## src/rtl/sha1_sched_pkg.sv

```systemverilog
// Package: shared types and tap geometry for the SHA-1 schedule window.
// Assumes the window depth equals the largest tap lag (16).
package sha1_sched_pkg;

    // Operating state: collecting message words or issuing schedule words.
    typedef enum logic {
        MODE_FILL  = 1'b0,
        MODE_ISSUE = 1'b1
    } sched_mode_e;

    // Number of earlier words combined into one derived word.
    localparam int unsigned NUM_TAPS = 4;

    // Lag of each tap behind the word being derived; entry 0 is the oldest.
    localparam int unsigned TAP_LAG [NUM_TAPS] = '{16, 14, 8, 3};

endpackage

```

## src/rtl/sha1_sched_ctrl.sv

```systemverilog
// Module: sequencing for the schedule window.
// Tracks fill position, the head (oldest) slot and the round index.
// Decides when and where the storage is written.
// Assumes WIN_DEPTH is a power of two, so the pointers wrap naturally.
module sha1_sched_ctrl
    import sha1_sched_pkg::*;
#(
    parameter int WIN_DEPTH = 16,
    parameter int ROUNDS    = 80,
    localparam int PW       = $clog2(WIN_DEPTH),
    localparam int RW       = $clog2(ROUNDS)
) (
    input  logic          clk,
    input  logic          rst_n,
    input  logic          ld_valid,
    input  logic          w_next,
    output logic          wr_en,
    output logic          wr_from_load,
    output logic [PW-1:0] wr_addr,
    output logic [PW-1:0] head,
    output logic          issue,
    output logic          done
);

    localparam int GEN_LIMIT = ROUNDS - WIN_DEPTH;

    sched_mode_e   mode;
    logic [PW-1:0] fill_ptr;
    logic [PW-1:0] head_ptr;
    logic [RW-1:0] rnd;

    logic load_acc;
    logic take;
    logic last_fill;
    logic last_take;
    logic gen_due;

    // Decode the events of this cycle.
    always_comb begin
        load_acc  = (mode == MODE_FILL) && ld_valid;
        take      = (mode == MODE_ISSUE) && w_next;
        last_fill = (fill_ptr == PW'(WIN_DEPTH - 1));
        last_take = (rnd == RW'(ROUNDS - 1));
        gen_due   = (rnd < RW'(GEN_LIMIT));
    end

    // Mode register: fill until the window is full, issue until the last round.
    always_ff @(posedge clk) begin
        if (!rst_n)
            mode <= MODE_FILL;
        else if (load_acc && last_fill)
            mode <= MODE_ISSUE;
        else if (take && last_take)
            mode <= MODE_FILL;
    end

    // Fill pointer: next slot for an incoming message word.
    always_ff @(posedge clk) begin
        if (!rst_n)
            fill_ptr <= '0;
        else if (load_acc)
            fill_ptr <= fill_ptr + PW'(1);
    end

    // Head pointer: slot of the oldest word, which is the word being issued.
    always_ff @(posedge clk) begin
        if (!rst_n)
            head_ptr <= '0;
        else if (take)
            head_ptr <= last_take ? '0 : head_ptr + PW'(1);
    end

    // Round index of the word being issued.
    always_ff @(posedge clk) begin
        if (!rst_n)
            rnd <= '0;
        else if (take)
            rnd <= last_take ? '0 : rnd + RW'(1);
    end

    // Completion pulse, one cycle after the final word is retired.
    always_ff @(posedge clk) begin
        if (!rst_n)
            done <= 1'b0;
        else
            done <= take && last_take;
    end

    // Storage write control: loads while filling, derived words while issuing.
    always_comb begin
        wr_from_load = (mode == MODE_FILL);
        wr_en        = load_acc || (take && gen_due);
        wr_addr      = wr_from_load ? fill_ptr : head_ptr;
        head         = head_ptr;
        issue        = (mode == MODE_ISSUE);
    end

endmodule

```

## src/rtl/sha1_win_store.sv

```systemverilog
// Module: circular window of message words with one write port and
// one read port per tap. Read addresses are the head plus a fixed offset.
// Assumes WIN_DEPTH is a power of two, so address arithmetic wraps.
module sha1_win_store
    import sha1_sched_pkg::*;
#(
    parameter int WORD_W    = 32,
    parameter int WIN_DEPTH = 16,
    localparam int PW       = $clog2(WIN_DEPTH)
) (
    input  logic              clk,
    input  logic              rst_n,
    input  logic              wr_en,
    input  logic [PW-1:0]     wr_addr,
    input  logic [WORD_W-1:0] wr_data,
    input  logic [PW-1:0]     head,
    output logic [WORD_W-1:0] tap_word [NUM_TAPS]
);

    logic [WORD_W-1:0] slot [WIN_DEPTH];

    // Slot registers: cleared by reset, one word written per cycle.
    always_ff @(posedge clk) begin
        if (!rst_n) begin
            for (int i = 0; i < WIN_DEPTH; i++)
                slot[i] <= '0;
        end else if (wr_en) begin
            slot[wr_addr] <= wr_data;
        end
    end

    // One read port per tap, at a fixed distance from the oldest slot.
    for (genvar k = 0; k < NUM_TAPS; k++) begin : g_tap
        localparam int OFS = WIN_DEPTH - int'(TAP_LAG[k]);
        logic [PW-1:0] rd_addr;
        // Tap address relative to the head.
        always_comb begin
            rd_addr     = head + PW'(OFS);
            tap_word[k] = slot[rd_addr];
        end
    end

endmodule

```

## src/rtl/sha1_expand.sv

```systemverilog
// Module: combinational derivation of the next schedule word.
// Combines all tap words by XOR and rotates the result left by one.
// Assumes tap 0 is the oldest word; tap order has no effect on the XOR.
module sha1_expand
    import sha1_sched_pkg::*;
#(
    parameter int WORD_W = 32
) (
    input  logic [WORD_W-1:0] tap_word [NUM_TAPS],
    output logic [WORD_W-1:0] new_word
);

    logic [WORD_W-1:0] mix;

    // XOR all taps together, then rotate left by one bit.
    always_comb begin
        mix = '0;
        for (int k = 0; k < NUM_TAPS; k++)
            mix = mix ^ tap_word[k];
        new_word = {mix[WORD_W-2:0], mix[WORD_W-1]};
    end

endmodule

```

## src/rtl/sha1_sched_window.sv

```systemverilog
// Module: SHA-1 message schedule window (top).
// Loads sixteen words, then issues eighty schedule words on request.
// Derived words are produced in place within sixteen slots.
// Assumes WIN_DEPTH = 16 and ROUNDS = 80 for SHA-1 behaviour.
module sha1_sched_window
    import sha1_sched_pkg::*;
#(
    parameter int WORD_W    = 32,
    parameter int WIN_DEPTH = 16,
    parameter int ROUNDS    = 80
) (
    input  logic              clk,
    input  logic              rst_n,
    input  logic              ld_valid,
    input  logic [WORD_W-1:0] ld_word,
    input  logic              w_next,
    output logic              w_valid,
    output logic [WORD_W-1:0] w_word,
    output logic              blk_done
);

    localparam int PW = $clog2(WIN_DEPTH);

    logic              wr_en;
    logic              wr_from_load;
    logic [PW-1:0]     wr_addr;
    logic [PW-1:0]     head;
    logic              issue;
    logic              done;
    logic [WORD_W-1:0] tap_word [NUM_TAPS];
    logic [WORD_W-1:0] new_word;
    logic [WORD_W-1:0] wr_data;

    sha1_sched_ctrl #(
        .WIN_DEPTH (WIN_DEPTH),
        .ROUNDS    (ROUNDS)
    ) u_ctrl (
        .clk          (clk),
        .rst_n        (rst_n),
        .ld_valid     (ld_valid),
        .w_next       (w_next),
        .wr_en        (wr_en),
        .wr_from_load (wr_from_load),
        .wr_addr      (wr_addr),
        .head         (head),
        .issue        (issue),
        .done         (done)
    );

    sha1_win_store #(
        .WORD_W    (WORD_W),
        .WIN_DEPTH (WIN_DEPTH)
    ) u_store (
        .clk      (clk),
        .rst_n    (rst_n),
        .wr_en    (wr_en),
        .wr_addr  (wr_addr),
        .wr_data  (wr_data),
        .head     (head),
        .tap_word (tap_word)
    );

    sha1_expand #(
        .WORD_W (WORD_W)
    ) u_expand (
        .tap_word (tap_word),
        .new_word (new_word)
    );

    // Write data: message word while filling, derived word while issuing.
    always_comb begin
        wr_data = wr_from_load ? ld_word : new_word;
    end

    // Outputs: the oldest slot is the word offered to the round engine.
    always_comb begin
        w_valid  = issue;
        w_word   = tap_word[0];
        blk_done = done;
    end

endmodule

```

## config.mk

```make
export PLATFORM = sky130hd
export DESIGN_NAME = sha1_sched_window
export DESIGN_NICKNAME = d
export VERILOG_FILES = /design/src/rtl/sha1_sched_pkg.sv /design/src/rtl/sha1_sched_ctrl.sv /design/src/rtl/sha1_win_store.sv /design/src/rtl/sha1_expand.sv /design/src/rtl/sha1_sched_window.sv
export SDC_FILE = /design/constraint.sdc
export NUM_CORES = 1
export LEC_CHECK = 0
export BUFFER_PORTS_ARGS = -buffer_cell sky130_fd_sc_hd__buf_2
export CAP_MARGIN = 30
export CORE_MARGIN = 3
export CORE_UTILIZATION = 42
export DETAILED_ROUTE_END_ITERATION = 8
export PLACE_DENSITY = 0.56
export SLEW_MARGIN = 20
export SYNTH_ARGS = -nofsm -noshare
export SYNTH_HDL_FRONTEND = slang
export SYNTH_SLANG_ARGS = --single-unit
```

## constraint.sdc

```tcl
create_clock -name clk -period 7.42 [get_ports clk]
set_clock_uncertainty 0.1 [all_clocks]
set_input_delay 1.484 -clock clk [delete_from_list [all_inputs] [get_ports clk]]
set_output_delay 1.484 -clock clk [all_outputs]
set_load 0.05 [all_outputs]
```

==> flow_summary.yaml <==
critical_path:
  critical_path.max_stage_delay_ns: 0.98
  cp_max_fo: 25
  type_of_element_capturing_the_critical_path: "output pin"
  timing.setup.critical_path_class: "reg -> out"
  worst_ep_required_time_ns: 5.84
  critical_path_cell_sequence: "buf_4 -> nor2b_4 -> a22oi_1 -> nand2_1 -> buf_2"
  arrival_time_reported_for_the_critical_path_endpoint_ns: 3.94
  critPathSlowestCell: "nor2b_4"
  worstSetupStartpointType: "flip-flop"
die:
  starting_density_of_the_core_pct: 42.4
  die_width_um: 305
  die_y_um: 305
  pin_count: 70
  std_cell_core_area_mm2: 0.0885
  fp-row-count: 109
  die_area_mm2: 0.0930
timing:
  slew-limit-headroom_pct: 26.8
  hold_viol: 0
  totalNegativeSetupSlack_ns: 0
  timing.fmax_ghz: 0.181
  timing.hold.ws_ns: 0.409
  maxSlewViolCount: 0
  post-route-period-util_pct: 74.5
  period_needed_ns: 5.53
  timing.final.ws_setup_ns: 1.89
  slew_at_the_pin_with_the_worst_max_slew_slack_ns: 1.10
  grt_setup_unrepaired: "false"
  setup_viol: 0
finish:
  final_core_util_pct: 46.5
  final_layout_size_suffix_gt1_share_pct: 41.6
  final_nets: 2482
  layout.area.seq_mm2: 0.0158
  final_cells: 3661
  nFillCells: 7547
  total_area_of_multi_input_combinational_cells_mm2: 0.0203
  layout_overhead_on_the_synthesized_area_pct: 9.59
  final_design_area_no_fill_mm2: 0.0411
flow_run:
  total_of_max_cap_violations: 0
synth:
  synth-warning-count: 0
  synth_most_common_cell: "mux4_2"
  synth.top_cells.by_area: "edfxtp_1 41%, mux4_2 31%, nor2_1 4.2%, mux2i_1 3.4%, a21boi_0 2.4%"
  synth_enable_flop_cells: 512
  per_instance_average_area_after_synthesis_um2: 15.1
  syn-num-nets: 2524
  ys_seq_area_share_pct: 42.1
  post-synth-top-area-fraction_pct: 41.0
  post_synth_most_frequent_cells: "517 x mux4_2, 512 x edfxtp_1, 424 x nor2_1"
  netlist-cell-type-count: 54
  post_synth_top_flop: "edfxtp_1"
  syn-cell-area_mm2: 0.0375
  top_cell_type_by_total_area_after_synthesis: "edfxtp_1"
  netlist_instances: 2483
  asyncSetResetFlopFracSynth_pct: 0
  ys_seq_elements: 533
global_route:
  first_global_vias: 26100
  overflow: 0
  grt_antenna_before_repair: 4
  grt_max_degree: 139
  first_pass_grt_wire_length_um: 196000
  grt_use_total_pct: 29.3
routing:
  firstDrtPassIters: 6
  vias: 26000
  drc: 0
  drt_initial_violations: 3546
  antenna_violating_nets_post_route: 0
  viasPerCell: 7.09
  average_routed_wire_per_standard_cell_um: 37.6
  drt_wl_total_um: 138000
clocking:
  ctsResizeCount: 0
  cts-root-buf: "clkbuf_16"
  htree_levels: 2
  clkLatencyLatePin_ns: 0.65
  cts.sink_count: 533
  post_cts.repair.setup_buffers: 0
  clk_pin_slew_ns: 0.06
  numCtsBuffers: 61
  cts_max_path_buffers: 3
  cts-hold-fix-buffers: 0
  clock_tree_from_tritoncts: "yes"
placed_design:
  placed_cell_area_mm2: 0.0388
  dp_cells: 3539
  port-buffer-count: 69
  place.gp.congestion: 0.859
  place_worst_setup_slack_ns: 2.39
  hpwlAfterDp_um: 79500
power:
  vdd.ir_drop.worst_mv: 0.149
  power_density_mw_per_mm2: 188
  fin_total_pwr_mw: 7.73
  power_leakage_nw: 13.3
status:
  outcome: "completed"
min_path:
  holdCritPathClass: "reg -> reg"
## sequential cells by signal, summed over array words and instances (netlist names), named ones only
signal           count
u_store.slot       512
u_ctrl.head          4
u_ctrl.rnd           7
u_ctrl.done          1
u_ctrl.issue         1
u_ctrl.fill_ptr      4
## layout make-up
class                           instances  area share [%]
Antenna cell                            2          0.0122
Clock buffer                           63            3.73
Clock inverter                         53            1.78
Inverter                                6          0.0547
Multi-Input combinational cell       1679            49.3
Sequential cell                       533            38.5
Tap cell                             1165            3.54
Timing Repair Buffer                  160            3.13
## worst max-delay path: cells and delay by family, from the launching register on
| kind | cells | cell delay, ns |
|---|---|---|
| buffers and inverters | 2 | 0.95 |
| AND/OR/NAND/NOR | 2 | 1.25 |
| flip-flops | 1 | 0.73 |
| AO/OA/AOI/OAI | 1 | 0.24 |
## worst paths after layout
path | from | endpoint | slack [ns] | cells past startpoint
max | flip-flop | w_word[17] | 1.89 | 5
max reg2reg | u_ctrl.head[2] | u_store.slot[2][29] | 2.32 | 10
min reg2reg | u_ctrl.rnd[1] | u_ctrl.rnd[1] | 0.41 | 2
min | u_ctrl.rnd[1] | u_ctrl.rnd[1] | 0.41 | 2
## cells by family (layout without fill, tap and decap cells)
kind of cell             Yosys count  after routing  synth area share [%]
flip-flops                       533            533                  42.1
AND/OR/NAND/NOR                  667            667                  8.47
other                              0              2                     0
buffers and inverters            271            282                  4.52
XOR/XNOR                          73             73                  2.88
AO/OA/AOI/OAI                    253            253                  5.34
multiplexers                     681            681                  36.5
adder cells (fa/ha/maj)            5              5                 0.167
## report_power, final
part	internal [mW]	switching (mW)
combinational	0.324	0.438
clock	2.10	1.33
sequential	3.41	0.124
## layer usage
layer	global-route usage [%]	part of all wire, %	vias up
li1	-	-	9970
met1	38.3	36	13500
met2	46.5	47	2050
met3	6.92	12	400
met4	13.8	5.4	0
met5	0	0	-
## layout by cell type (no fill, tap or decap), drive strengths merged, types with 4 or more instances in the layout
master	synthesis	routed
nor2	542	542
mux4	519	519
edfxtp	512	512
mux2i	160	160
buf	158	160
a21boi	128	128
nand2	67	67
clkbuf	107	63
a22oi	44	44
xnor3	32	32
nor4	32	32
xnor2	28	28
clkinv	0	28
a22o	25	25
a221oi	24	24
dfxtp	21	21
bufinv	0	17
xor2	13	13
a21oi	13	13
o21ai	11	11
inv	6	9
nor2b	8	8
clkinvlp	0	5
and2	5	5
ha	5	5
nand3	4	4
Power figures use the tool's default switching activity.
